**src/rtl/sclk_div_pkg.sv**
```systemverilog
`timescale 1ns/1ps
package sclk_div_pkg;
  // control byte field positions
  localparam int unsigned CTL_N_LSB = 0;
  localparam int unsigned CTL_M_LSB = 3;

  localparam int unsigned DEF_THP_W   = 8;
  localparam int unsigned DEF_M_W     = 4;
  localparam int unsigned DEF_N_W     = 3;
  localparam int unsigned DEF_DEC     = 10;
  localparam int unsigned DEF_THP_MIN = 5;
  localparam int unsigned DEF_M_MIN   = 2;

  // shortest half period the clamps allow
  localparam int unsigned DEF_P_MIN = (DEF_THP_MIN + 1) * DEF_DEC * (DEF_M_MIN + 1);
endpackage

```
**src/rtl/sclk_cfg.sv**
```systemverilog
`timescale 1ns/1ps
module sclk_cfg #(
  parameter int unsigned DATA_W  = 8,
  parameter int unsigned THP_W   = 8,
  parameter int unsigned M_W     = 4,
  parameter int unsigned N_W     = 3,
  parameter int unsigned THP_MIN = 5,
  parameter int unsigned M_MIN   = 2
) (
  input  logic              clk_i,
  input  logic              rst_ni,
  input  logic              wr_thp_i,
  input  logic              wr_ctl_i,
  input  logic [DATA_W-1:0] wdata_i,
  input  logic              load_i,
  output logic [THP_W-1:0]  thp_o,
  output logic [M_W-1:0]    m_o,
  output logic [N_W-1:0]    n_o
);
  import sclk_div_pkg::*;

  localparam logic [THP_W-1:0] THP_FLOOR = THP_W'(THP_MIN);
  localparam logic [M_W-1:0]   M_FLOOR   = M_W'(M_MIN);

  logic [THP_W-1:0] thp_sh_q, thp_act_q, thp_clamp;
  logic [M_W-1:0]   m_sh_q, m_act_q, m_clamp;
  logic [N_W-1:0]   n_sh_q, n_act_q;

  always_ff @(posedge clk_i or negedge rst_ni) begin
    if (!rst_ni) begin
      thp_sh_q <= THP_FLOOR;
      m_sh_q   <= M_FLOOR;
      n_sh_q   <= '0;
    end else begin
      if (wr_thp_i) thp_sh_q <= wdata_i[THP_W-1:0];
      if (wr_ctl_i) begin
        m_sh_q <= wdata_i[CTL_M_LSB +: M_W];
        n_sh_q <= wdata_i[CTL_N_LSB +: N_W];
      end
    end
  end

  assign thp_clamp = (thp_sh_q < THP_FLOOR) ? THP_FLOOR : thp_sh_q;
  assign m_clamp   = (m_sh_q < M_FLOOR) ? M_FLOOR : m_sh_q;

  // active copy moves only at a boundary or while idle
  always_ff @(posedge clk_i or negedge rst_ni) begin
    if (!rst_ni) begin
      thp_act_q <= THP_FLOOR;
      m_act_q   <= M_FLOOR;
      n_act_q   <= '0;
    end else if (load_i) begin
      thp_act_q <= thp_clamp;
      m_act_q   <= m_clamp;
      n_act_q   <= n_sh_q;
    end
  end

  assign thp_o = thp_act_q;
  assign m_o   = m_act_q;
  assign n_o   = n_act_q;
endmodule

```
**src/rtl/sclk_hp_stage.sv**
```systemverilog
`timescale 1ns/1ps
module sclk_hp_stage #(
  parameter int unsigned W = 8
) (
  input  logic         clk_i,
  input  logic         rst_ni,
  input  logic         run_i,
  input  logic [W-1:0] lim_i,
  output logic         tick_o
);
  logic [W-1:0] cnt_q;
  logic         wrap;

  assign wrap   = run_i && (cnt_q == lim_i);
  assign tick_o = wrap;

  always_ff @(posedge clk_i or negedge rst_ni) begin
    if (!rst_ni)     cnt_q <= '0;
    else if (!run_i) cnt_q <= '0;
    else if (wrap)   cnt_q <= '0;
    else             cnt_q <= cnt_q + W'(1);
  end
endmodule

```
**src/rtl/sclk_pow2_stage.sv**
```systemverilog
`timescale 1ns/1ps
module sclk_pow2_stage #(
  parameter int unsigned N_W = 3,
  localparam int unsigned CW = (1 << N_W) - 1
) (
  input  logic           clk_i,
  input  logic           rst_ni,
  input  logic           run_i,
  input  logic           step_i,
  input  logic [N_W-1:0] n_i,
  output logic           tick_o
);
  logic [CW-1:0] cnt_q;
  logic [CW-1:0] lim;
  logic          wrap;

  // lim = 2^n - 1 as a thermometer mask
  for (genvar i = 0; i < CW; i++) begin : g_mask
    assign lim[i] = (N_W'(i) < n_i);
  end

  assign wrap   = step_i && (cnt_q == lim);
  assign tick_o = wrap;

  always_ff @(posedge clk_i or negedge rst_ni) begin
    if (!rst_ni)      cnt_q <= '0;
    else if (!run_i)  cnt_q <= '0;
    else if (wrap)    cnt_q <= '0;
    else if (step_i)  cnt_q <= cnt_q + CW'(1);
  end
endmodule

```
**src/rtl/sclk_dec_stage.sv**
```systemverilog
`timescale 1ns/1ps
module sclk_dec_stage #(
  parameter int unsigned M_W    = 4,
  parameter int unsigned FACTOR = 10,
  localparam int unsigned CW = $clog2(FACTOR * (1 << M_W) + 1)
) (
  input  logic           clk_i,
  input  logic           rst_ni,
  input  logic           run_i,
  input  logic           step_i,
  input  logic [M_W-1:0] m_i,
  output logic           tick_o,
  output logic           mid_o
);
  logic [CW-1:0] cnt_q;
  logic [CW-1:0] mult, lim, half;
  logic          wrap;

  assign mult = CW'(m_i) + CW'(1);
  assign lim  = CW'(FACTOR) * mult - CW'(1);
  assign half = CW'(FACTOR / 2) * mult - CW'(1);

  assign wrap   = step_i && (cnt_q == lim);
  assign tick_o = wrap;
  assign mid_o  = step_i && (cnt_q == half);

  always_ff @(posedge clk_i or negedge rst_ni) begin
    if (!rst_ni)      cnt_q <= '0;
    else if (!run_i)  cnt_q <= '0;
    else if (wrap)    cnt_q <= '0;
    else if (step_i)  cnt_q <= cnt_q + CW'(1);
  end
endmodule

```
**src/rtl/i2c_sclk_div.sv**
```systemverilog
`timescale 1ns/1ps
module i2c_sclk_div #(
  parameter int unsigned DATA_W  = 8,
  parameter int unsigned THP_W   = sclk_div_pkg::DEF_THP_W,
  parameter int unsigned M_W     = sclk_div_pkg::DEF_M_W,
  parameter int unsigned N_W     = sclk_div_pkg::DEF_N_W,
  parameter int unsigned DEC     = sclk_div_pkg::DEF_DEC,
  parameter int unsigned THP_MIN = sclk_div_pkg::DEF_THP_MIN,
  parameter int unsigned M_MIN   = sclk_div_pkg::DEF_M_MIN
) (
  input  logic              clk_i,
  input  logic              rst_ni,
  input  logic              en_i,
  input  logic              wr_thp_i,
  input  logic              wr_ctl_i,
  input  logic [DATA_W-1:0] wdata_i,
  output logic              scl_o,
  output logic              tgl_o,
  output logic              mid_o
);
  logic [THP_W-1:0] thp;
  logic [M_W-1:0]   m_val;
  logic [N_W-1:0]   n_val;
  logic             hp_tick, p2_tick, half_end, half_mid;
  logic             scl_q, tgl_q, mid_q;

  sclk_cfg #(
    .DATA_W(DATA_W), .THP_W(THP_W), .M_W(M_W), .N_W(N_W),
    .THP_MIN(THP_MIN), .M_MIN(M_MIN)
  ) u_cfg (
    .clk_i, .rst_ni,
    .wr_thp_i, .wr_ctl_i, .wdata_i,
    .load_i(!en_i || half_end),
    .thp_o(thp), .m_o(m_val), .n_o(n_val)
  );

  sclk_hp_stage #(.W(THP_W)) u_hp (
    .clk_i, .rst_ni, .run_i(en_i), .lim_i(thp), .tick_o(hp_tick)
  );

  sclk_pow2_stage #(.N_W(N_W)) u_p2 (
    .clk_i, .rst_ni, .run_i(en_i), .step_i(hp_tick), .n_i(n_val), .tick_o(p2_tick)
  );

  sclk_dec_stage #(.M_W(M_W), .FACTOR(DEC)) u_dec (
    .clk_i, .rst_ni, .run_i(en_i), .step_i(p2_tick), .m_i(m_val),
    .tick_o(half_end), .mid_o(half_mid)
  );

  always_ff @(posedge clk_i or negedge rst_ni) begin
    if (!rst_ni) begin
      scl_q <= 1'b1;
      tgl_q <= 1'b0;
      mid_q <= 1'b0;
    end else if (!en_i) begin
      scl_q <= 1'b1;
      tgl_q <= 1'b0;
      mid_q <= 1'b0;
    end else begin
      scl_q <= scl_q ^ half_end;
      tgl_q <= half_end;
      mid_q <= half_mid;
    end
  end

  assign scl_o = scl_q;
  assign tgl_o = tgl_q;
  assign mid_o = mid_q;
endmodule

```
**config.mk**
```make
export PLATFORM = sky130hd
export DESIGN_NAME = i2c_sclk_div
export DESIGN_NICKNAME = d
export VERILOG_FILES = /design/src/rtl/sclk_div_pkg.sv /design/src/rtl/sclk_cfg.sv /design/src/rtl/sclk_hp_stage.sv /design/src/rtl/sclk_pow2_stage.sv /design/src/rtl/sclk_dec_stage.sv /design/src/rtl/i2c_sclk_div.sv
export SDC_FILE = /design/constraint.sdc
export NUM_CORES = 1
export LEC_CHECK = 0
export BUFFER_PORTS_ARGS = -buffer_cell sky130_fd_sc_hd__buf_4
export CORE_ASPECT_RATIO = 1.4
export CORE_MARGIN = 2
export CORE_UTILIZATION = 45
export DETAILED_ROUTE_END_ITERATION = 10
export PLACE_DENSITY_LB_ADDON = 0.1
export SYNTH_ARGS = -nofsm -noshare
export SYNTH_HDL_FRONTEND = slang
export SYNTH_SLANG_ARGS = --single-unit
```
**constraint.sdc**
```tcl
create_clock -name clk_i -period 4.58 [get_ports clk_i]
set_input_delay 0.687 -clock clk_i [delete_from_list [all_inputs] [get_ports clk_i]]
set_output_delay 0.687 -clock clk_i [all_outputs]
set_load 0.01 [all_outputs]
```
==> results.md <==
- Static leakage: 0.00160 uW
- GRT Overall Usage: 18.7%
- N_diodes: 0
- DP Cell Count: 433
- Worst-path clk slew: 0.09 ns
- Layout fillers: 756
- Syn_nets: 365
- Final setup TNS: 0 ns
- Port bufs: 15
- Sequential fraction of the synthesis area: 40.5%
- Number of synthesized flops with an enable pin: 0
- Syn_area_per_cell: 10.5 um2
- 1st-iter DRT viols: 84
- Yosys top cell area share: 35.2%
- Hold Fails Final Rpt: 0
- Yosys warns: 0
- Die ar.: 8470 um2
- Max clock buf depth: 2
- FP Rows: 38
- H-tree levels: 2
- Setup crit end kind: register
- CTS tree: done
- Pins Over Slew Limit: 0
- Unrepaired setup endpoints after global routing: no
- Top-level I/O count: 16
- Worst Skew: 0.0110 ns
- Drt first pass iters: 4
- Leading post-synthesis cells by cell area: dfrtp_1, ha_1, xnor2_1
- Routed Antenna Nets: 0
- DP Wirelength: 5270 um
- WL/cell: 15.8 um
- Placeable Area: 7610 um2
- Layout Cells excl Fill: 441
- Share of cells above drive strength 1: 19.4%
- Die Y: 108 um
- Final nets: 374
- Post-synthesis cell area: 3480 um2
- Congestion Overflow GR: 0
- Initial antenna violation count: 0
- PwrDens: 381 nW/um2
- Synth cell types: 52
- Via density: 5.43
- CTS Hold Bufs: 0
- Minimum clock period: 4.07 ns
- Max Clk Rate: 0.246 GHz
- Setup violators final: 0
- Synth area leader: dfrtp_1
- Maximum vdd drop: 191 uV
- Slew @ Worst Pin: 0.715 ns
- Die X: 78.3 um
- Max-cap viol count: 0
- CP required: 4.77 ns
- First-pass GRT wire length: 12,400 um
- Crit-path max FO: 20
- Outcome: completed
- Worst hold path class: in -> async
- Top_reg_cell synth: dfrtp_1
- Worst endpoint data arrival time: 4.26 ns
- Initial core utilization: 45.8%
- Clock tree sinks: 56
- Post_cts resized: 0
- Max-slew headroom: 52.3%
- Flip-flop and latch count after synthesis: 56
- Synth async-reset ratio: 100%
- DRC violations left: 0
- Syn Inst Count: 331
- Number of post-CTS setup repair buffers: 0
- Area growth syn-to-layout: 8.37%
- Clock root buffer: clkbuf_8
- Final period utilization: 88.9%
- Total CTS buffers: 5
- Vias: 2,395
- CP startpoint kind: register
- Vias in the first global route: 2,516
- Critical path type: reg -> reg
- GP Congestion: 0.842
- Clk_lat worst skew: 0.31 ns
- Largest net degree at the start of global routing: 57
- Routed wire length: 6980 um
==> cells in the final DEF, fill, tap and decap left out, types with 5 or more instances in the layout <==
cell,instances
mux2i_1,6
ha_1,19
a31oi_1,7
xor2_1,13
inv_1,19
nand3_1,22
mux2_4,11
nand2_1,14
o21ai_0,5
clkbuf_8,5
nor2_1,21
a21oi_1,16
nand4_1,5
mux2_2,15
dfrtp_1,49
xnor2_1,26
buf_4,17
dfstp_2,7
or3_1,7
nor3_1,9
==> worst paths after layout <==
check	startpoint	endpoint	slack [ns]	cells after the start
worst max-delay path	u_cfg.m_o[1]	u_cfg.thp_o[3]	0.51	13
worst min-delay path	rst_ni	u_cfg.m_o[0]	0.42	1
worst max register to register	u_cfg.m_o[1]	u_cfg.thp_o[3]	0.51	13
worst min register to register	u_cfg.thp_o[2]	u_cfg.thp_o[2]	0.49	2
max in group asynchronous	rst_ni	u_hp.cnt_q[0]	3.68	1
min in group clk_i	u_cfg.thp_o[2]	u_cfg.thp_o[2]	0.49	2
==> synth_stat cells (2+ instances only) <==
cell      count
ha_1         19
or3_1         7
nand2_1      14
or4_1         3
dfstp_2       7
a21oi_1      16
buf_2         5
buf_6         2
nand4_1       5
nor4_1        2
o22ai_1       2
nand3b_1      3
mux2_2       15
nand2b_1      2
o21ai_0       5
or3b_1        2
o311ai_0      2
o31ai_1       2
inv_1        19
clkbuf_1      8
a31oi_1       7
mux2_4       11
fa_1          2
nor2_1       21
mux2i_1       6
dfrtp_1      49
xnor2_1      26
nand3_1      22
and3_1        3
nor3_1        9
o211ai_1      2
xor2_1       13
==> per-stage QoR <==
stage          hold WS (ns)  cell area (um2)  total power [uW]  setup slack (ns)  util, %
2_1_floorplan         0.391             3480              1000             0.562        -
3_3_place_gp          0.469             3660              1110             0.556     48.1
3_5_place_dp          0.474             3660              1120             0.512     48.1
4_1_cts               0.446             3770              1460             0.484     49.6
5_1_grt               0.470             3770              1560             0.370     49.6
6_report              0.418             3770              1440             0.510     49.6
==> registers in the layout, indices dropped and copies added (netlist names) <==
name            flops
u_cfg.m_sh_q        4
u_cfg.m_o           4
u_hp.cnt_q          8
tgl_o               1
u_cfg.thp_sh_q      8
u_p2.cnt_q          7
u_cfg.thp_o         8
u_cfg.n_sh_q        3
mid_o               1
u_dec.cnt_q         8
u_cfg.n_o           3
scl_o               1
==> power breakdown <==
group	switching, uW	leakage (uW)	internal, uW
clock network	165	0.0000583	165
registers	42.8	0.000702	536
logic	271	0.000837	259
total	478	0.00160	960
==> layout make-up <==
cell class	instances	area, um2	area share (%)
multi-input cells	240	1900	50.4
clock buffers	5	68.8	1.82
inverters	19	71.3	1.89
clock inverters	3	47.5	1.26
well taps	100	125	3.32
repair buffers	18	148	3.91
flip-flops and latches	56	1410	37.4
==> cell families (layout without fill, tap and decap cells) <==
group	count (synthesis)	after routing	share of synthesized area, %
xor gates and xnor gates	41	41	10.9
DFF	56	56	40.5
AOI/OAI and AO/OA	46	46	9.20
muxes	32	32	11.3
and+or+nand+nor	100	100	15.2
buffers and inverters	35	45	4.85
adders and majority gates	21	21	7.98
==> worst max-delay path, stage by stage, from the launching register on <==
cell,delay [ns]
dfstp_2,0.57
inv_1,0.08
ha_1,0.36
ha_1,0.32
ha_1,0.19
inv_1,0.06
fa_1,0.46
xnor2_2,0.17
xnor2_1,0.13
or4_4,0.53
or3_4,0.41
o21ai_4,0.15
buf_12,0.20
mux2_4,0.31
==> metal layers <==
metal  up-vias  routed length (um)  track usage, %  part of all wire (%)
met5         -                   0               0                     0
met4         0                 100            5.89                   1.4
met3         7                  85            2.34                   1.2
met2        18                3830            34.8                    55
met1      1181                2970            22.3                    43
li1       1189                   -               -                     -
Power figures use the tool's default switching activity.
